### src/rtl/ca_cnt_pkg.sv
package ca_cnt_pkg;

    typedef enum logic [0:0] {
        ST_COUNT_UP   = 1'b0,
        ST_COUNT_DOWN = 1'b1
    } cnt_dir_e;

    typedef enum logic [2:0] {
        STEP_RESTART,
        STEP_LOAD,
        STEP_IDLE,
        STEP_TURN,
        STEP_FLAT,
        STEP_MOVE
    } cnt_step_e;

endpackage

### src/rtl/ca_reload_reg.sv
module ca_reload_reg #(
    parameter int          W         = 16,
    parameter logic [W-1:0] RESET_VAL = '1
) (
    input  logic         clk,
    input  logic         rst_n,
    input  logic         wr_en,
    input  logic [W-1:0] wr_data,
    input  logic         preload_en,
    input  logic         load_evt,
    output logic [W-1:0] reload_act
);

    logic [W-1:0] pre_q;
    logic [W-1:0] pre_nxt;
    logic [W-1:0] act_q;
    logic         act_load;

    always_comb begin
        pre_nxt  = wr_en ? wr_data : pre_q;
        act_load = !preload_en || load_evt;
    end

    always_ff @(posedge clk) begin
        if (!rst_n) begin
            pre_q <= RESET_VAL;
            act_q <= RESET_VAL;
        end else begin
            pre_q <= pre_nxt;
            if (act_load) begin
                act_q <= pre_nxt;
            end
        end
    end

    assign reload_act = act_q;

endmodule

### src/rtl/ca_dir_fsm.sv
module ca_dir_fsm
    import ca_cnt_pkg::*;
(
    input  logic     clk,
    input  logic     rst_n,
    input  logic     restart,
    input  logic     wr_en,
    input  logic     wr_is_zero,
    input  logic     wr_is_reload,
    input  logic     turn_top,
    input  logic     turn_bottom,
    output cnt_dir_e state,
    output logic     dir_down
);

    cnt_dir_e state_q;
    cnt_dir_e state_d;

    // next-state selection
    always_comb begin
        state_d = state_q;
        if (restart) begin
            state_d = ST_COUNT_UP;                       // RESTART
        end else if (wr_en) begin
            if (wr_is_zero) begin
                state_d = ST_COUNT_UP;                   // WR_AT_ZERO
            end else if (wr_is_reload) begin
                state_d = ST_COUNT_DOWN;                 // WR_AT_RELOAD
            end
        end else begin
            unique case (state_q)
                ST_COUNT_UP: begin
                    if (turn_top) state_d = ST_COUNT_DOWN;   // TURN_TOP
                end
                ST_COUNT_DOWN: begin
                    if (turn_bottom) state_d = ST_COUNT_UP;  // TURN_BOTTOM
                end
                default: state_d = ST_COUNT_UP;
            endcase
        end
    end

    // state register
    always_ff @(posedge clk) begin
        if (!rst_n) begin
            state_q <= ST_COUNT_UP;
        end else begin
            state_q <= state_d;
        end
    end

    // outputs
    always_comb begin
        state    = state_q;
        dir_down = (state_q == ST_COUNT_DOWN);
    end

endmodule

### src/rtl/ca_cnt_core.sv
module ca_cnt_core
    import ca_cnt_pkg::*;
#(
    parameter int W = 16
) (
    input  logic         clk,
    input  logic         rst_n,
    input  logic         en,
    input  logic         restart,
    input  logic         wr_en,
    input  logic [W-1:0] wr_data,
    input  logic [W-1:0] reload_act,
    input  cnt_dir_e     state,
    output logic [W-1:0] cnt,
    output logic         turn_top,
    output logic         turn_bottom,
    output logic         wr_is_zero,
    output logic         wr_is_reload,
    output logic         uev
);

    localparam logic [W-1:0] ONE = W'(1);

    logic [W-1:0] cnt_q;
    logic [W-1:0] cnt_d;
    logic         uev_q;
    logic         quiet;
    logic         reload_zero;
    logic         cnt_zero;
    logic         at_reload;
    cnt_step_e    step;

    always_comb begin
        quiet        = !restart && !wr_en;
        reload_zero  = (reload_act == '0);
        cnt_zero     = (cnt_q == '0);
        at_reload    = (cnt_q == reload_act);
        wr_is_zero   = (wr_data == '0);
        wr_is_reload = (wr_data == reload_act);
        turn_top     = quiet && en && (state == ST_COUNT_UP)
                       && at_reload && !reload_zero;
        turn_bottom  = quiet && en && (state == ST_COUNT_DOWN)
                       && cnt_zero && !reload_zero;
    end

    // classify the step taken this cycle
    always_comb begin
        if (restart)                          step = STEP_RESTART;
        else if (wr_en)                       step = STEP_LOAD;
        else if (!en)                         step = STEP_IDLE;
        else if (turn_top || turn_bottom)     step = STEP_TURN;
        else if (reload_zero && cnt_zero)     step = STEP_FLAT;
        else                                  step = STEP_MOVE;
    end

    always_comb begin
        unique case (step)
            STEP_RESTART: cnt_d = '0;
            STEP_LOAD:    cnt_d = wr_data;
            STEP_IDLE:    cnt_d = cnt_q;
            STEP_TURN:    cnt_d = turn_top ? (reload_act - ONE) : ONE;
            STEP_FLAT:    cnt_d = cnt_q;
            STEP_MOVE:    cnt_d = (state == ST_COUNT_DOWN) ? (cnt_q - ONE)
                                                           : (cnt_q + ONE);
            default:      cnt_d = cnt_q;
        endcase
    end

    always_ff @(posedge clk) begin
        if (!rst_n) begin
            cnt_q <= '0;
            uev_q <= 1'b0;
        end else begin
            cnt_q <= cnt_d;
            uev_q <= restart || turn_top || turn_bottom;
        end
    end

    assign cnt = cnt_q;
    assign uev = uev_q;

endmodule

### src/rtl/ca_updown_counter.sv
module ca_updown_counter
    import ca_cnt_pkg::*;
#(
    parameter int CNT_W = 16
) (
    input  logic             clk,
    input  logic             rst_n,
    input  logic             cnt_en,
    input  logic             ug_req,
    input  logic             cnt_wr_en,
    input  logic [CNT_W-1:0] cnt_wr_data,
    input  logic             arr_wr_en,
    input  logic [CNT_W-1:0] arr_wr_data,
    input  logic             arr_preload_en,
    output logic [CNT_W-1:0] count_o,
    output logic             dir_down_o,
    output logic             uev_o
);

    localparam logic [CNT_W-1:0] RELOAD_RST = '1;

    logic [CNT_W-1:0] reload_act;
    logic             turn_top;
    logic             turn_bottom;
    logic             wr_is_zero;
    logic             wr_is_reload;
    logic             load_evt;
    cnt_dir_e         dir_state;

    assign load_evt = ug_req || turn_top || turn_bottom;

    ca_reload_reg #(
        .W         (CNT_W),
        .RESET_VAL (RELOAD_RST)
    ) u_reload (
        .clk        (clk),
        .rst_n      (rst_n),
        .wr_en      (arr_wr_en),
        .wr_data    (arr_wr_data),
        .preload_en (arr_preload_en),
        .load_evt   (load_evt),
        .reload_act (reload_act)
    );

    ca_cnt_core #(
        .W (CNT_W)
    ) u_core (
        .clk          (clk),
        .rst_n        (rst_n),
        .en           (cnt_en),
        .restart      (ug_req),
        .wr_en        (cnt_wr_en),
        .wr_data      (cnt_wr_data),
        .reload_act   (reload_act),
        .state        (dir_state),
        .cnt          (count_o),
        .turn_top     (turn_top),
        .turn_bottom  (turn_bottom),
        .wr_is_zero   (wr_is_zero),
        .wr_is_reload (wr_is_reload),
        .uev          (uev_o)
    );

    ca_dir_fsm u_dir (
        .clk          (clk),
        .rst_n        (rst_n),
        .restart      (ug_req),
        .wr_en        (cnt_wr_en),
        .wr_is_zero   (wr_is_zero),
        .wr_is_reload (wr_is_reload),
        .turn_top     (turn_top),
        .turn_bottom  (turn_bottom),
        .state        (dir_state),
        .dir_down     (dir_down_o)
    );

endmodule

### config.mk
export PLATFORM = sky130hd
export DESIGN_NAME = ca_updown_counter
export DESIGN_NICKNAME = d
export VERILOG_FILES = /design/src/rtl/ca_cnt_pkg.sv /design/src/rtl/ca_reload_reg.sv /design/src/rtl/ca_dir_fsm.sv /design/src/rtl/ca_cnt_core.sv /design/src/rtl/ca_updown_counter.sv
export SDC_FILE = /design/constraint.sdc
export NUM_CORES = 1
export LEC_CHECK = 0
export BUFFER_PORTS_ARGS = -buffer_cell sky130_fd_sc_hd__buf_2
export CELL_PAD_IN_SITES_DETAIL_PLACEMENT = 1
export CELL_PAD_IN_SITES_GLOBAL_PLACEMENT = 1
export CORE_MARGIN = 4
export CORE_UTILIZATION = 35
export CTS_BUF_LIST = sky130_fd_sc_hd__clkbuf_4 sky130_fd_sc_hd__clkbuf_8
export CTS_CLUSTER_SIZE = 28
export DETAILED_ROUTE_END_ITERATION = 10
export PLACE_DENSITY_LB_ADDON = 0.1
export SLEW_MARGIN = 20
export SYNTH_ARGS = -nofsm -noshare
export SYNTH_HDL_FRONTEND = slang
export SYNTH_SLANG_ARGS = --single-unit
### constraint.sdc
create_clock -name clk -period 4.7 [get_ports clk]
set_input_delay 0.47 -clock clk [delete_from_list [all_inputs] [get_ports clk]]
set_output_delay 0.47 -clock clk [all_outputs]
set_load 0.02 [all_outputs]
==> metrics.txt <==
Max-cap violations 0; Inserted Diodes 0; Sink Count 50; final setup fails 0; Syn Nets 502; H-tree lvl count 2; count leader, synth nand2_1; Num CTS Buffers 5; 1st-iter DRT viols 233; syn avg cell area 8.472 µm²; Root Buffer clkbuf_8; Post-synth top cells nand2_1 (57), dfxtp_1 (50), xor2_1 (29); Site Rows 37; WL final 11,660 µm; Die ar. 0.01252 mm²; latest clock arrival within the worst-skew pair 0.32 ns; status finished clean; Arr. time, crit path 3.29 ns; hold crit path type input pin to flip-flop; Power Dens Cells 231.4 mW/mm²; Rel. slew slack 0.3621; Synth Cell Area 0.003779 mm²; synthesis-to-layout area growth 10.70%; proportion of layout cells with a drive suffix above 1 0.1871; Clock Tree Buf Depth 2; antenna viol nets, final 0; critical path class flip-flop to flip-flop; Final Hold Fails 0; VDD IR max 155.7 µV; min Tclk post-route 3.086 ns; share of the synthesized area in the top cell type 0.2649; Seq/Total Area, Yosys 0.2649; worst-path fanout max 16; area of the core 0.01042 mm²; synthesized flop and latch total 50; largest net degree at the start of global routing 42; post-synth top area cell dfxtp_1; Worst EP required 4.91 ns; fin util 0.4016; Final Slew Violations 0; number of synthesized flops with an enable pin 0; Port Buffers 56; first-pass GRT wire length 19,150 µm; Tot Pwr 0.0009679 W; R2R Setup Slk 1.61 ns; vias in the first global route 3,446; Worst setup SP type flip-flop; die height 111.9 µm; initial antenna violation count 0; Die X 111.9 µm; asr flop ratio synth 0; Worst-Margin Slew 0.9556 ns; gr ovfl total 0; Leak Pwr 1.665 nW; crit share post-route 0.6565; DR vias 3,396; Peak Freq 324.1 MHz; ranking of synthesized cells by area dfxtp_1 (26%), xor2_1 (6.7%), xnor2_1 (5.8%), nand2_1 (5.7%), ha_1 (5.3%); hold_buf cts 0; WL/cell 18.90 µm; GP Congestion 0.8639; Resize count post-CTS 0; Cells after Synth 446; first drt pass iteration count 4; GRT Overall Usage 0.1903; Post-CTS Setup Inserts 0; RSZ-0062 raised after global routing false; # nets final 536; Residual DRC 0; Top Ports 57; TritonCTS clock tree done; initial core utilization 0.3628; vias per inst 5.504; hold_ws 0.3883 ns; skew final 0.01405 ns; Critical Path End Type flip-flop; Top FF cell, synth dfxtp_1; Reg clk slew, reported paths 0.09 ns; Ys Warns 0; final setup TNS 0 ns; hpwl dp 9204 µm; synth unique cells 62
-- area by class of cell --
type                            instances  area (µm²)
Fill cell                            1281        6233
Tap cell                              136       170.2
Clock buffer                            5       68.82
Multi-Input combinational cell        360        2589
Timing Repair Buffer                   57       287.8
Clock inverter                          3       43.79
Inverter                                6       22.52
Sequential cell                        50        1001
-- per-layer routing --
layer | vias up | global-route usage | routed length [µm]
met2 | 84 | 0.2898 | 5164
met3 | 5 | 0.03315 | 666
met4 | 0 | 0.03569 | 70
met5 | - | 0 | 0
li1 | 1687 | - | -
met1 | 1620 | 0.2824 | 5760
-- registers in the layout, summed over array words and instances, names as in the netlist --
signal	count
u_reload.pre_q	16
u_core.uev	1
u_core.cnt	16
u_reload.reload_act	16
u_dir.dir_down	1
-- worst max-delay path: stages (launching register included) --
cell and delay [ns]:
dfxtp_1 0.39, inv_1 0.13, ha_1 0.18, nor4b_1 0.34, and4_4 0.31, nor2_2 0.06, and3_4 0.18, or4b_1 0.93
mux2_4 0.44
-- placed cells by master (no fill, tap or decap), drive strengths merged, types with 14 or more instances in the layout --
cell type / netlist / routed
nor2: 19 / 19
nor4: 17 / 17
nor3: 14 / 14
mux2i: 19 / 19
nand2b: 17 / 17
ha: 16 / 16
mux2: 17 / 17
buf: 9 / 57
xor2: 29 / 29
nand2: 57 / 57
xnor2: 25 / 25
dfxtp: 50 / 50
-- cell families (layout without fill, tap and decap cells) --
family                     after synthesis  in the layout  share of synthesized area
muxes                                   36             36                     0.1109
DFF                                     50             50                     0.2649
buffers and inverters                   36             71                    0.05066
AOI/OAI and AO/OA                       79             79                     0.1467
and+or+nand+nor                        174            174                     0.2434
adders and majority gates               17             17                    0.05828
xor gates and xnor gates                54             54                     0.1252
-- report_power, final --
part | switching (W) | internal [W]
clock | 0.000159 | 0.000160
combinational | 0.0000902 | 0.0000794
sequential | 0.0000334 | 0.000446
total | 0.000283 | 0.000685
-- metrics by stage --
| step | area [µm²] | cells | setup WS [ns] |
|---|---|---|---|
| floorplan | 3779 | 446 | 2.060 |
| global placement | 4068 | 609 | 1.749 |
| detailed placement | 4068 | 609 | 1.644 |
| CTS | 4180 | 617 | 1.597 |
| global route | 4183 | 617 | 1.363 |
| finish | 4183 | 617 | 1.614 |
-- worst paths after layout --
check / start / to / depth (start not counted)
worst max-delay path: u_reload.reload_act[0]$_SDFFE_PN1P_ / u_reload.reload_act[14]$_SDFFE_PN1P_ / 8
worst min-delay path: arr_wr_data[3] / u_reload.pre_q[3]$_SDFF_PN1_ / 3
worst max register to register: u_reload.reload_act[0]$_SDFFE_PN1P_ / u_reload.reload_act[14]$_SDFFE_PN1P_ / 8
worst min register to register: u_reload.pre_q[3]$_SDFF_PN1_ / u_reload.pre_q[3]$_SDFF_PN1_ / 2
(Power assumes the default switching activity.)
